## src/rtl/rshift_pkg.sv

```systemverilog
package rshift_pkg;

    // Operation codes presented on kind_i.
    typedef enum logic [1:0] {
        SK_LSL = 2'b00,
        SK_LSR = 2'b01,
        SK_ASR = 2'b10,
        SK_ROR = 2'b11
    } shift_kind_e;

    // Where the effective amount sits relative to the data width.
    typedef enum logic [1:0] {
        RNG_ZERO = 2'b00,   // amount == 0
        RNG_PART = 2'b01,   // 1 .. width-1
        RNG_FULL = 2'b10,   // amount == width
        RNG_OVER = 2'b11    // above width
    } amt_range_e;

    // Carry result of one operation.
    typedef struct packed {
        logic bit_val;
        logic valid;
    } carry_res_t;

    localparam carry_res_t CARRY_KEEP = '{bit_val: 1'b0, valid: 1'b0};

endpackage

```

## src/rtl/amount_classify.sv

```systemverilog
module amount_classify
    import rshift_pkg::*;
#(
    parameter int DATA_W = 32,
    parameter int AMT_W  = 8,
    localparam int SH_W  = $clog2(DATA_W)
) (
    input  logic [DATA_W-1:0] amount_raw,
    output amt_range_e        range_o,
    output logic [SH_W-1:0]   rem_o,
    output logic              rem_zero_o
);

    localparam logic [AMT_W-1:0] WIDTH_AMT = AMT_W'(DATA_W);

    logic [AMT_W-1:0] amt;

    assign amt        = amount_raw[AMT_W-1:0];
    assign rem_o      = amt[SH_W-1:0];
    assign rem_zero_o = (amt[SH_W-1:0] == '0);

    always_comb begin
        if (amt == '0)
            range_o = RNG_ZERO;
        else if (amt < WIDTH_AMT)
            range_o = RNG_PART;
        else if (amt == WIDTH_AMT)
            range_o = RNG_FULL;
        else
            range_o = RNG_OVER;
    end

    // An in-range amount always leaves a non-zero remainder
    always_comb begin
        if (range_o == RNG_PART)
            assert_part_rem_nonzero_R7: assert (!rem_zero_o);
    end

endmodule

```

## src/rtl/barrel_right.sv

```systemverilog
module barrel_right #(
    parameter int DATA_W = 32,
    localparam int SH_W  = $clog2(DATA_W)
) (
    input  logic [DATA_W-1:0] data_i,
    input  logic [SH_W-1:0]   dist_i,
    input  logic              rotate_i,
    input  logic              fill_i,
    output logic [DATA_W-1:0] data_o
);

    logic [SH_W:0][DATA_W-1:0] stage;

    assign stage[0] = data_i;

    for (genvar g = 0; g < SH_W; g++) begin : gen_stage
        localparam int STEP = 1 << g;
        logic [DATA_W-1:0] moved;

        assign moved = rotate_i
                     ? {stage[g][STEP-1:0], stage[g][DATA_W-1:STEP]}
                     : {{STEP{fill_i}}, stage[g][DATA_W-1:STEP]};

        assign stage[g+1] = dist_i[g] ? moved : stage[g];
    end

    assign data_o = stage[SH_W];

endmodule

```

## src/rtl/carry_pick.sv

```systemverilog
module carry_pick
    import rshift_pkg::*;
#(
    parameter int DATA_W = 32,
    localparam int SH_W  = $clog2(DATA_W)
) (
    input  shift_kind_e       kind_i,
    input  amt_range_e        range_i,
    input  logic [SH_W-1:0]   rem_i,
    input  logic              rem_zero_i,
    input  logic [DATA_W-1:0] value_i,
    output carry_res_t        carry_o
);

    localparam logic [SH_W:0] WIDTH_IDX = (SH_W+1)'(DATA_W);

    logic [SH_W:0]   left_full;
    logic [SH_W-1:0] left_idx;
    logic [SH_W-1:0] right_idx;
    logic            msb;
    logic            left_bit;
    logic            right_bit;

    assign left_full = WIDTH_IDX - {1'b0, rem_i};
    assign left_idx  = left_full[SH_W-1:0];
    assign right_idx = rem_i - 1'b1;
    assign msb       = value_i[DATA_W-1];
    assign left_bit  = value_i[left_idx];
    assign right_bit = value_i[right_idx];

    always_comb begin
        carry_o = CARRY_KEEP;
        unique case (range_i)
            RNG_ZERO: carry_o = CARRY_KEEP;
            RNG_PART: begin
                carry_o.valid   = 1'b1;
                carry_o.bit_val = (kind_i == SK_LSL) ? left_bit : right_bit;
            end
            RNG_FULL: begin
                carry_o.valid   = 1'b1;
                carry_o.bit_val = (kind_i == SK_LSL) ? value_i[0] : msb;
            end
            RNG_OVER: begin
                carry_o.valid = 1'b1;
                unique case (kind_i)
                    SK_LSL, SK_LSR: carry_o.bit_val = 1'b0;
                    SK_ASR:         carry_o.bit_val = msb;
                    SK_ROR:         carry_o.bit_val = rem_zero_i ? msb : right_bit;
                    default:        carry_o.bit_val = 1'b0;
                endcase
            end
            default: carry_o = CARRY_KEEP;
        endcase
    end

endmodule

```

## src/rtl/reg_shifter.sv

```systemverilog
module reg_shifter
    import rshift_pkg::*;
#(
    parameter int DATA_W  = 32,
    parameter int AMT_W   = 8,
    parameter bit OUT_REG = 1'b1
) (
    input  logic              clk,
    input  logic              rst,
    input  logic [1:0]        kind_i,
    input  logic [DATA_W-1:0] value_i,
    input  logic [DATA_W-1:0] amount_i,
    output logic [DATA_W-1:0] result_o,
    output logic              carry_o,
    output logic              carry_upd_o
);

    localparam int SH_W = $clog2(DATA_W);

    shift_kind_e       kind;
    amt_range_e        range;
    logic [SH_W-1:0]   rem;
    logic              rem_zero;
    logic [DATA_W-1:0] value_rev;
    logic [DATA_W-1:0] barrel_in;
    logic [DATA_W-1:0] barrel_out;
    logic [DATA_W-1:0] barrel_rev;
    logic [DATA_W-1:0] shifted;
    logic [DATA_W-1:0] result_c;
    logic              is_left;
    logic              sign;
    carry_res_t        carry_c;

    assign kind    = shift_kind_e'(kind_i);
    assign is_left = (kind == SK_LSL);
    assign sign    = value_i[DATA_W-1];

    amount_classify #(.DATA_W(DATA_W), .AMT_W(AMT_W)) u_classify (
        .amount_raw (amount_i),
        .range_o    (range),
        .rem_o      (rem),
        .rem_zero_o (rem_zero)
    );

    // Left shifts reuse the right-shift network on the bit-reversed word.
    for (genvar i = 0; i < DATA_W; i++) begin : gen_rev
        assign value_rev[i]  = value_i[DATA_W-1-i];
        assign barrel_rev[i] = barrel_out[DATA_W-1-i];
    end

    assign barrel_in = is_left ? value_rev : value_i;

    barrel_right #(.DATA_W(DATA_W)) u_barrel (
        .data_i   (barrel_in),
        .dist_i   (rem),
        .rotate_i (kind == SK_ROR),
        .fill_i   ((kind == SK_ASR) & sign),
        .data_o   (barrel_out)
    );

    assign shifted = is_left ? barrel_rev : barrel_out;

    always_comb begin
        result_c = value_i;
        if (kind == SK_ROR) begin
            result_c = shifted;
        end else begin
            unique case (range)
                RNG_ZERO: result_c = value_i;
                RNG_PART: result_c = shifted;
                RNG_FULL,
                RNG_OVER: result_c = (kind == SK_ASR) ? {DATA_W{sign}} : '0;
                default:  result_c = value_i;
            endcase
        end
    end

    carry_pick #(.DATA_W(DATA_W)) u_carry (
        .kind_i     (kind),
        .range_i    (range),
        .rem_i      (rem),
        .rem_zero_i (rem_zero),
        .value_i    (value_i),
        .carry_o    (carry_c)
    );

    if (OUT_REG) begin : gen_out_reg
        always_ff @(posedge clk) begin
            if (rst) begin
                result_o    <= '0;
                carry_o     <= 1'b0;
                carry_upd_o <= 1'b0;
            end else begin
                result_o    <= result_c;
                carry_o     <= carry_c.bit_val;
                carry_upd_o <= carry_c.valid;
            end
        end

        // Zero amount: word passes through, carry is kept
        assert_zero_hold_R9: assert property (@(posedge clk) disable iff (rst)
            (amount_i[AMT_W-1:0] == '0) |=>
                (!carry_upd_o && !carry_o && result_o == $past(value_i)));

        // Any non-zero amount produces a carry
        assert_nonzero_updates_R10: assert property (@(posedge clk) disable iff (rst)
            (amount_i[AMT_W-1:0] != '0) |=> carry_upd_o);

        // Arithmetic right at or beyond the width fills with the sign
        assert_asr_sign_fill_R6: assert property (@(posedge clk) disable iff (rst)
            (kind_i == 2'b10 && amount_i[AMT_W-1:0] >= AMT_W'(DATA_W)) |=>
                (result_o == {DATA_W{$past(value_i[DATA_W-1])}} &&
                 carry_o == $past(value_i[DATA_W-1])));

        // Logical left beyond the width clears word and carry
        assert_lsl_over_clear_R3: assert property (@(posedge clk) disable iff (rst)
            (kind_i == 2'b00 && amount_i[AMT_W-1:0] > AMT_W'(DATA_W)) |=>
                (result_o == '0 && !carry_o));

        // Logical right beyond the width clears word and carry
        assert_lsr_over_clear_R5: assert property (@(posedge clk) disable iff (rst)
            (kind_i == 2'b01 && amount_i[AMT_W-1:0] > AMT_W'(DATA_W)) |=>
                (result_o == '0 && !carry_o));

        // Rotate by a non-zero multiple of the width
        assert_ror_multiple_R8: assert property (@(posedge clk) disable iff (rst)
            (kind_i == 2'b11 && amount_i[AMT_W-1:0] != '0 &&
             amount_i[SH_W-1:0] == '0) |=>
                (result_o == $past(value_i) && carry_o == $past(value_i[DATA_W-1])));

        // Held outputs are cleared while reset is applied
        assert_reset_clear_R11: assert property (@(posedge clk)
            rst |=> (result_o == '0 && !carry_o && !carry_upd_o));
    end else begin : gen_out_comb
        assign result_o    = result_c;
        assign carry_o     = carry_c.bit_val;
        assign carry_upd_o = carry_c.valid;
    end

endmodule

```

## config.mk

```make
export PLATFORM = sky130hd
export DESIGN_NAME = reg_shifter
export DESIGN_NICKNAME = d
export VERILOG_FILES = /design/src/rtl/rshift_pkg.sv /design/src/rtl/amount_classify.sv /design/src/rtl/barrel_right.sv /design/src/rtl/carry_pick.sv /design/src/rtl/reg_shifter.sv
export SDC_FILE = /design/constraint.sdc
export NUM_CORES = 1
export LEC_CHECK = 0
export ABC_CLOCK_PERIOD_IN_PS = 5250
export BUFFER_PORTS_ARGS = -buffer_cell sky130_fd_sc_hd__buf_2
export CORE_MARGIN = 8
export CORE_UTILIZATION = 45
export DETAILED_ROUTE_END_ITERATION = 10
export PLACE_DENSITY = 0.68
export SLEW_MARGIN = 10
export SYNTH_ARGS = -nofsm -noshare
export SYNTH_HDL_FRONTEND = slang
export SYNTH_SLANG_ARGS = --single-unit
```

## constraint.sdc

```tcl
create_clock -name clk -period 5.25 [get_ports clk]
set_input_delay 0.525 -clock clk [delete_from_list [all_inputs] [get_ports clk]]
set_output_delay 0.525 -clock clk [all_outputs]
set_load 0.02 [all_outputs]
```

==> results of run 1 <==
-- through the flow --
step	cell area (sq um)	power [mW]	hold slack (ns)
finish	5370	1.13	0.586
floorplan	4860	0.661	0.739
global route	5370	1.17	0.580
CTS	5370	1.12	0.572
detailed placement	5230	0.824	0.881
global placement	5230	0.818	0.861
-- power groups by stage --
stage               logic [mW]  registers, mW  clock network [mW]
finish                   0.557          0.280               0.291
global route             0.587          0.281               0.306
CTS                      0.541          0.280               0.295
floorplan                0.350          0.310                   0
global placement         0.532          0.285                   0
detailed placement       0.539          0.286                   0
-- metal layers --
layer | global-route usage | routed length (um)
met4 | 0.124 | 733
met2 | 0.416 | 9180
met3 | 0.0507 | 2300
met5 | 0 | 0
met1 | 0.366 | 7930
-- logic make-up after synthesis --
| logic type | synth area share |
|---|---|
| xor+xnor | 0.00541 |
| flops | 0.140 |
| compound gates | 0.306 |
| fa+ha+maj | 0.00773 |
| simple gates | 0.147 |
| mux | 0.331 |
| buf+inv | 0.0624 |
-- worst min-delay path by stage --
| stage | endpoint | depth (start not counted) |
|---|---|---|
| after floorplan | result_o[30] | 2 |
| after global placement | carry_upd_o | 2 |
| after detailed placement | carry_upd_o | 2 |
| after CTS | carry_upd_o | 2 |
| after global routing | carry_upd_o | 2 |
| final | carry_upd_o | 2 |
-- final cells by class --
class / count / area share
Sequential cell: 34 / 0.127
Tap cell: 140 / 0.0326
Clock buffer: 5 / 0.0128
Multi-Input combinational cell: 472 / 0.722
Inverter: 7 / 0.00582
Timing Repair Buffer: 88 / 0.0871
Clock inverter: 3 / 0.0128
-- Yosys cell counts (all sizes together) (7+ instances only) --
cell type  instances
a31oi              8
or2                7
a221o             13
nand2             49
a21oi             54
buf               19
o22ai             20
mux4              56
and2               7
o211ai             7
mux2i             15
a221oi            14
o21ai             35
clkbuf            38
a211oi             7
o221ai             9
dfxtp             34
mux2              16
a22oi             27
nor3              14
nor2              58
-- state kept, by name, indices dropped and copies added (netlist names) --
| name | cells |
|---|---|
| carry_o | 1 |
| carry_upd_o | 1 |
| result_o | 32 |
==> metrics.md, run 1 <==
| Metric | Value |
|---|---|
| CP required | 5.50 ns |
| First-pass GRT wire length | 30700 um |
| Unique masters post-synth | 57 |
| Pre-antenna DRT Iters | 6 |
| Antenna Nets Post-Route | 0 |
| Gpl congestion | 1.02 |
| I/O pins | 102 |
| Kind of critical path | primary input to register |
| RSZ-0062 raised after global routing | no |
| Hold crit path type | primary input to register |
| Cells after DPL | 741 |
| Maximum clock insertion buffer count | 2 |
| Row cnt | 38 |
| Sequential Power Share | 0.248 |
| Crit-path cells | buf_2 -> inv_1 -> nor2_1 -> a22oi_1 -> o211ai_1 -> o2bb2ai_1 -> nor4_1 -> o21a_1 |
| CP endpoint | result_o[13] |
| Post-CTS Setup Inserts | 0 |
| # Max-Cap Violations | 0 |
| Yosys warns | 0 |
| Post-synthesis net count | 641 |
| # DRC | 0 |
| Initial antenna violation count | 0 |
| CTS tree | yes |
| Vias in the first global route | 5181 |
| Die width | 120 um |
| Num Clock Sinks | 34 |
| Cell count along the critical path | 8 |
| Fill count | 1061 |
| Wire length per cell | 26.9 um |
| Vias per cell | 7.40 |
| Final hold vios | 0 |
| Sequential fraction of the synthesis area | 0.140 |
| Delay-heaviest family, CP | simple AND/OR/NAND/NOR gates |
| Switching pwr | 0.448 mW |
| Multi-input logic area | 3880 sq um |
| Final nets | 679 |
| Peak VDD IR | 0.140 mV |
| H-tree level count | 2 |
| Max-slew headroom | 0.267 |
| Comb power frac | 0.494 |
| Pins Over Slew Limit | 0 |
| Total GRT Usage | 0.272 |
| Fmax | 0.289 GHz |
| Synth area leaders | mux4_2 24%, dfxtp_1 14%, a21oi_1 5.6%, nor2_1 4.4%, a22oi_1 4.2% |
| Worst-path clk slew | 0.07 ns |
| Sw frac | 0.397 |
| Clk pwr share | 0.258 |
| Minimum clock period | 3.46 ns |
| Worst Path Arrival | 3.72 ns |
| I/O Buffers | 77 |
| HPWL Detailed | 15100 um |
| Post-Route WL | 20100 um |
| Async SR Flop Fraction | 0 |
| Gr ovfl total | 0 |
| Area share of the leading cell type in the synthesized netlist | 0.241 |
| Syn Inst Count | 570 |
| Clock root cell | clkbuf_8 |
| Crit path launch type | primary input |
| Cell Area, Synth | 4860 sq um |
| Share of layout cells above drive strength 1 | 0.292 |
| Die Height | 120 um |
| TritonCTS Buffers | 5 |
| Most frequent cells in the layout | 77 x buf_2, 55 x nor2_1, 54 x a21oi_1, 52 x mux4_2, 49 x nand2_1 |
| Starting DRT DRC Count | 651 |
| Register area | 681 sq um |
| Commonest non-fill, non-tap cell in the layout | buf_2 |
| Status | complete, no violations |
| Vias after detailed routing | 5546 |
| Largest net degree at the start of global routing | 41 |
| Cts hold-fix bufs | 0 |
| Ant diodes | 0 |
| Util after Layout | 0.502 |
| Post-CTS Resized | 0 |
| Setup TNS | 0 ns |
| Area Overhead vs Synth | 10.6% |
| CP Capture Type | register |
| PwrDens | 210 nW/um^2 |
| Yosys reg bits | 34 |
| Die Area | 14400 sq um |
| Critical path fanouts, max | 21 |
| Lkg Pwr | 2.06 nW |
| Critical path buffers and inverters | 2 |
| Largest area contributor in the netlist | mux4_2 |
| Cell Count, Final, Fillers Out | 749 |
| Crit share post-route | 0.660 |
| Slowest cell on crit path | nor2_1 |
| Post-route setup slack | 1.79 ns |
| Post-synth EDFFs | 0 |
| Core area | 10700 sq um |
| Max incr delay on CP | 0.93 ns |
| Slew @ Worst Pin | 1.10 ns |
| Avg Synthesized Cell Area | 8.52 sq um |
| Hold path start | rst |
| CP startpoint | amount_i[2] |
| Starting Density | 0.454 |
| Internal power | 0.680 mW |
| Final setup fails | 0 |
| Dominant synthesized flop cell | dfxtp_1 |
| Setup WS pre-CTS | 1.63 ns |
Note: power is estimated with default switching activity, not from simulation.
==> run 2, diff against run 1 <==
--- a/config.mk
+++ b/config.mk
@@ -5,7 +5,7 @@
 export SDC_FILE = /design/constraint.sdc
 export NUM_CORES = 1
 export LEC_CHECK = 0
-export ABC_CLOCK_PERIOD_IN_PS = 5250
+export ABC_CLOCK_PERIOD_IN_PS = 3500
 export BUFFER_PORTS_ARGS = -buffer_cell sky130_fd_sc_hd__buf_2
 export CORE_MARGIN = 8
 export CORE_UTILIZATION = 45
==> constraint.sdc (replaced) <==
create_clock -name clk -period 3.5 [get_ports clk]
set_input_delay 0.35 -clock clk [delete_from_list [all_inputs] [get_ports clk]]
set_output_delay 0.35 -clock clk [all_outputs]
set_load 0.02 [all_outputs]
==> metrics.md, run 2 (synthesis gave the netlist of run 1 again) <==
| Metric | Value |
|---|---|
| Status | complete, no violations (unchanged) |
| I/O pins | 102 (unchanged) |
| Kind of critical path | primary input to register (unchanged) |
| Max incr delay on CP | 0.67 ns (was 0.93 ns) |
| Post-CTS Resized | 0 (unchanged) |
| Commonest non-fill, non-tap cell in the layout | buf_2 (unchanged) |
| Wire length per cell | 26.5 um (was 26.9 um) |
| Final setup fails | 0 (unchanged) |
| Cts hold-fix bufs | 0 (unchanged) |
| RSZ-0062 raised after global routing | no (unchanged) |
| Starting DRT DRC Count | 769 (was 651) |
| Vias after detailed routing | 5590 (was 5546) |
| Minimum clock period | 2.89 ns |
| First-pass GRT wire length | 31400 um (was 30700 um) |
| Placed cell area | 5370 sq um (was 5230 sq um) |
| Delay-heaviest family, CP | simple AND/OR/NAND/NOR gates (unchanged) |
| CP startpoint | amount_i[0] (was amount_i[2]) |
| Gpl congestion | 1.03 (was 1.02) |
| Max FFs per register | 32 (unchanged) |
| Antenna Nets Post-Route | 0 (unchanged) |
| Num Clock Sinks | 34 (unchanged) |
| # DRC | 0 (unchanged) |
| CP Capture Type | register (unchanged) |
| Die Area | 14400 sq um (unchanged) |
| Setup WS pre-CTS | 0.373 ns (was 1.63 ns) |
| Total GRT Usage | 0.276 (was 0.272) |
| Post-route setup slack | 0.614 ns (was 1.79 ns) |
| Gr ovfl total | 0 (unchanged) |
| Ant diodes | 0 (unchanged) |
| # Max-Cap Violations | 0 (unchanged) |
| Final hold vios | 0 (unchanged) |
| Starting Density | 0.454 (unchanged) |
| Final nets | 696 (was 679) |
| Vias in the first global route | 5324 (was 5181) |
| Setup TNS | 0 ns (unchanged) |
| Row cnt | 38 (unchanged) |
| Share of layout cells above drive strength 1 | 0.312 (was 0.292) |
| Critical path fanouts, max | 17 (was 21) |
| Post-Route WL | 20300 um (was 20100 um) |
| Crit share post-route | 0.825 |
| Internal power | 1.03 mW (was 0.680 mW) |
| CP endpoint | result_o[15] (was result_o[13]) |
| Fmax | 0.346 GHz |
| CTS tree | yes (unchanged) |
| Slew @ Worst Pin | 1.16 ns (was 1.10 ns) |
| Largest net degree at the start of global routing | 27 (was 41) |
| Clock root cell | clkbuf_8 (unchanged) |
| Vias per cell | 7.30 (was 7.40) |
| TritonCTS Buffers | 5 (unchanged) |
| Pre-antenna DRT Iters | 5 (was 6) |
| Crit path launch type | primary input (unchanged) |
| Comb power frac | 0.501 (was 0.494) |
| Finished Cell Area | 5510 sq um (was 5370 sq um) |
| Critical path buffers and inverters | 2 (unchanged) |
| H-tree level count | 2 (unchanged) |
| Sequential Power Share | 0.245 (was 0.248) |
| Top Registers | result_o (32), carry_o (1), carry_upd_o (1) (unchanged) |
| Cell count along the critical path | 10 (was 8) |
| Peak VDD IR | 0.166 mV (was 0.140 mV) |
| Biggest register | result_o (unchanged) |
| Maximum clock insertion buffer count | 2 (unchanged) |
| I/O Buffers | 77 (unchanged) |
| CP dominant cell by count | nor2_1 |
| Worst Path Arrival | 3.13 ns (was 3.72 ns) |
| Max-slew headroom | 0.225 (was 0.267) |
| Area Overhead vs Synth | 13.5% (was 10.6%) |
| Switching pwr | 0.678 mW (was 0.448 mW) |
| Crit-path cells | buf_2 -> inv_6 -> ha_1 -> or4b_2 -> nor2_2 -> a21oi_1 -> nor2_1 -> nor2_1 -> a221oi_1 -> o21a_1 (was buf_2 -> inv_1 -> nor2_1 -> a22oi_1 -> o211ai_1 -> o2bb2ai_1 -> nor4_1 -> o21a_1) |
| Worst-path clk slew | 0.07 ns (about the same) |
| Post-CTS Setup Inserts | 0 (unchanged) |
| Pins Over Slew Limit | 0 (unchanged) |
| CP required | 3.75 ns (was 5.50 ns) |
| Hold crit path type | primary input to register (unchanged) |
| Die width | 120 um (unchanged) |
| Sw frac | 0.396 (was 0.397) |
| Core area | 10700 sq um (unchanged) |
| Die Height | 120 um (unchanged) |
| Slowest cell on crit path | or4b_2 (was nor2_1) |
| Clk pwr share | 0.254 (was 0.258) |
| Initial antenna violation count | 0 (unchanged) |
| HPWL Detailed | 15600 um (was 15100 um) |
| Most frequent cells in the layout | 77 x buf_2, 55 x nor2_1, 54 x a21oi_1, 52 x mux4_2, 49 x nand2_1 (unchanged) |
| PwrDens | 311 nW/um^2 (was 210 nW/um^2) |
| Lkg Pwr | 2.15 nW (was 2.06 nW) |
==> run 2: changes by cell type in the layout (fill, tap and decap cells not counted), sizes merged <==
cell | before | now
buf | 88 | 105
==> run 2: per-stage QoR <==
stage	power (mW)	utilization	hold slack, ns	cells
after floorplan	0.991	-	0.564	570
after global placement	1.25	0.502	0.687	758
final	1.71	0.515	0.394	766
after CTS	1.69	0.515	0.385	766
after detailed placement	1.26	0.502	0.693	758
after global routing	1.78	0.515	0.395	766
==> run 2: worst min-delay path by stage <==
stage,from,end,slack (ns),cells past startpoint
3_3_place_gp,rst,carry_upd_o,0.69,2
6_report,rst,carry_upd_o,0.39,2
5_1_grt,rst,carry_upd_o,0.40,2
4_1_cts,rst,carry_upd_o,0.38,2
2_1_floorplan,value_i[30],result_o[30],0.56,2
3_5_place_dp,rst,carry_upd_o,0.69,2
==> run 2: final cells by class <==
type / instances / area (sq um)
Inverter: 7 / 31.3
Clock inverter: 3 / 68.8
Multi-Input combinational cell: 472 / 3880
Sequential cell: 34 / 681
Fill cell: 1043 / 5190
Tap cell: 140 / 175
Timing Repair Buffer: 105 / 608
Clock buffer: 5 / 68.8
==> run 2: routing by layer <==
| layer | global-route usage | vias to the layer above | part of all wire |
|---|---|---|---|
| met5 | 0 | - | 0 |
| met4 | 0.111 | 0 | 0.036 |
| met3 | 0.0535 | 56 | 0.12 |
| met2 | 0.433 | 452 | 0.46 |
| met1 | 0.368 | 2682 | 0.38 |
| li1 | - | 2400 | - |
==> run 2: power by group through the flow <==
stage / registers, mW / clock network [mW] / logic [mW]
2_1_floorplan: 0.465 / 0 / 0.526
5_1_grt: 0.422 / 0.456 / 0.902
4_1_cts: 0.419 / 0.443 / 0.832
3_3_place_gp: 0.428 / 0 / 0.818
3_5_place_dp: 0.428 / 0 / 0.830
6_report: 0.419 / 0.435 / 0.857
==> run 3, diff against run 2 <==
--- a/config.mk
+++ b/config.mk
@@ -5,12 +5,12 @@
 export SDC_FILE = /design/constraint.sdc
 export NUM_CORES = 1
 export LEC_CHECK = 0
-export ABC_CLOCK_PERIOD_IN_PS = 3500
+export ABC_CLOCK_PERIOD_IN_PS = 2500
 export BUFFER_PORTS_ARGS = -buffer_cell sky130_fd_sc_hd__buf_2
 export CORE_MARGIN = 8
 export CORE_UTILIZATION = 45
 export DETAILED_ROUTE_END_ITERATION = 10
-export PLACE_DENSITY = 0.68
+export PLACE_DENSITY = 0.7
 export SLEW_MARGIN = 10
 export SYNTH_ARGS = -nofsm -noshare
 export SYNTH_HDL_FRONTEND = slang
==> constraint.sdc (replaced) <==
create_clock -name clk -period 2.5 [get_ports clk]
set_input_delay 0.25 -clock clk [delete_from_list [all_inputs] [get_ports clk]]
set_output_delay 0.25 -clock clk [all_outputs]
set_load 0.02 [all_outputs]
==> metrics.md, run 3 (synthesis gave the netlist of run 1 again) <==
| Metric | Value |
|---|---|
| Status | complete, but fails checks (was complete, no violations) |
| Failing checks | negative setup slack |
| Met2 usage | 0.498 (was 0.433) |
| Gpl congestion | 1.07 (was 1.03) |
| Vias per cell | 7.00 (was 7.30) |
| Total GRT Usage | 0.326 (was 0.276) |
| Crit share post-route | 1.01 |
| Sw frac | 0.409 (was 0.396) |
| Antenna Nets Post-Route | 0 (unchanged) |
| Post-route setup slack | -0.0311 ns (was 0.614 ns) |
| Peak VDD IR | 0.325 mV (was 0.166 mV) |
| Die Height | 120 um (unchanged) |
| Critical path fanouts, max | 14 (was 17) |
| Commonest non-fill, non-tap cell in the layout | buf_4 (was buf_2) |
| Placed cell area | 6400 sq um (was 5370 sq um) |
| Largest net degree at the start of global routing | 32 (was 27) |
| Internal power | 1.55 mW (was 1.03 mW) |
| Pre-antenna DRT Iters | 5 (unchanged) |
| Kind of critical path | primary input to register (unchanged) |
| Initial antenna violation count | 0 (unchanged) |
| Starting Density | 0.454 (unchanged) |
| Starting DRT DRC Count | 1087 (was 769) |
| Gr ovfl total | 0 (unchanged) |
| Biggest register | result_o (unchanged) |
| Worst-path clk slew | 0.07 ns (about the same) |
| Pins Over Slew Limit | 0 (unchanged) |
| Sequential Power Share | 0.225 (was 0.245) |
| Max FFs per register | 32 (unchanged) |
| Core area | 10700 sq um (unchanged) |
| Die Area | 14400 sq um (unchanged) |
| PwrDens | 400 nW/um^2 (was 311 nW/um^2) |
| Vias after detailed routing | 6198 (was 5590) |
| Busiest layer in global routing | met2 (unchanged) |
| Share of layout cells above drive strength 1 | 0.430 (was 0.312) |
| Clk pwr share | 0.202 (was 0.254) |
| Switching pwr | 1.07 mW (was 0.678 mW) |
| Final hold vios | 0 (unchanged) |
| Row cnt | 38 (unchanged) |
| Clock root cell | clkbuf_8 (unchanged) |
| I/O pins | 102 (unchanged) |
| RSZ-0062 raised after global routing | no (unchanged) |
| Maximum clock insertion buffer count | 2 (unchanged) |
| CP required | 2.74 ns (was 3.75 ns) |
| Max-slew headroom | 0.522 (was 0.225) |
| CTS tree | yes (unchanged) |
| H-tree level count | 2 (unchanged) |
| Vias in the first global route | 5953 (was 5324) |
| Comb power frac | 0.573 (was 0.501) |
| I/O Buffers | 77 (unchanged) |
| Global routing usage on met3 | 0.0667 (was 0.0535) |
| First-pass GRT wire length | 36200 um (was 31400 um) |
| Area Overhead vs Synth | 34.8% (was 13.5%) |
| Most frequent cells in the layout | 138 x buf_4, 77 x buf_2, 55 x nor2_1, 53 x mux4_2, 53 x a21oi_1 (was 77 x buf_2, 55 x nor2_1, 54 x a21oi_1, 52 x mux4_2, 49 x nand2_1) |
| HPWL Detailed | 19100 um (was 15600 um) |
| Post-Route WL | 24000 um (was 20300 um) |
| Lkg Pwr | 2.77 nW (was 2.15 nW) |
| Met1 Usage GRT | 0.439 (was 0.368) |
| Ant diodes | 0 (unchanged) |
| Wire length per cell | 27.1 um (was 26.5 um) |
| Num Clock Sinks | 34 (unchanged) |
| Max incr delay on CP | 0.55 ns (was 0.67 ns) |
| Crit path launch type | primary input (unchanged) |
| Hold crit path type | primary input to register (unchanged) |
| Crit-path cells | buf_2 -> or2_1 -> buf_12 -> buf_4 -> o22ai_1 -> o21ai_0 -> a31oi_1 -> mux2i_1 -> buf_4 -> o22ai_1 -> o21a_1 (was buf_2 -> inv_6 -> ha_1 -> or4b_2 -> nor2_2 -> a21oi_1 -> nor2_1 -> nor2_1 -> a221oi_1 -> o21a_1) |
| Final nets | 816 (was 696) |
| Fmax | 0.395 GHz |
| # DRC | 0 (unchanged) |
| Worst Path Arrival | 2.77 ns (was 3.13 ns) |
| Minimum clock period | 2.53 ns |
| # Max-Cap Violations | 0 (unchanged) |
| Die width | 120 um (unchanged) |
| Final setup fails | 1 (was 0) |
| Finished Cell Area | 6550 sq um (was 5510 sq um) |
| Top Registers | result_o (32), carry_o (1), carry_upd_o (1) (unchanged) |
| TritonCTS Buffers | 5 (unchanged) |
| Fill count | 1002 (was 1043) |
| Slew @ Worst Pin | 0.717 ns (was 1.16 ns) |
| CP Capture Type | register (unchanged) |
| Slowest cell on crit path | a31oi_1 (was or4b_2) |
| Setup TNS | -0.0311 ns (was 0 ns) |
[run 3: changes by cell type in the layout (fill, tap and decap cells not counted), sizes merged]
cell / delta
buf: +120
clkbuf: +2
bufinv: -1
clkinv: -1
[run 3: final cells by class]
cell class / count / area, sq um / share of cell area
clock inverter: 1 / 30.0 / 0.00459
multi-input combinational: 472 / 3920 / 0.598
tap: 140 / 175 / 0.0268
sequential: 34 / 681 / 0.104
inverter: 7 / 46.3 / 0.00707
clock buffer: 7 / 76.3 / 0.0117
timing repair buffer: 225 / 1620 / 0.248
[run 3: power groups by stage]
stage	logic, mW	registers (mW)	clock network, mW
after floorplan	0.758	0.652	0
after CTS	1.44	0.589	0.522
after detailed placement	1.44	0.602	0
after global placement	1.43	0.601	0
final	1.50	0.589	0.528
after global routing	1.56	0.592	0.543
[run 3: final timing paths]
path	to	slack, ns	from	cells past startpoint
max	result_o[8]	-0.03	kind_i[1]	11
min	carry_upd_o	0.29	rst	2
[run 3: per-stage QoR]
stage	utilization	total power [mW]	setup slack, ns	cells	hold WS (ns)
5_1_grt	0.612	2.70	0.00873	886	0.309
4_1_cts	0.609	2.56	0.0749	885	0.292
6_report	0.612	2.62	-0.0311	886	0.293
3_3_place_gp	0.599	2.03	-0.190	877	0.593
3_5_place_dp	0.599	2.04	-0.233	877	0.592
2_1_floorplan	-	1.41	0.00210	570	0.464
[run 3: worst max-delay path: cells and delay by family]
family / cells / cell delay [ns]
multiplexers: 1 / 0.32
buffers and inverters: 4 / 0.65
AO/OA/AOI/OAI: 5 / 1.29
AND/OR/NAND/NOR: 1 / 0.26
[run 3: per-layer routing]
metal / share of wire / vias up / routed length, um
met5: 0 / - / 0
met4: 0.048 / 0 / 1160
met3: 0.12 / 90 / 2840
met2: 0.44 / 526 / 10600
met1: 0.39 / 2946 / 9380
li1: - / 2636 / -
[run 3: repair_timing]
item / in CTS / in global routing
setup buffers: 0 / 1
resized for setup: 0 / 7
hold buffers: 0 / 0
setup endpoints to repair: 0 / 9
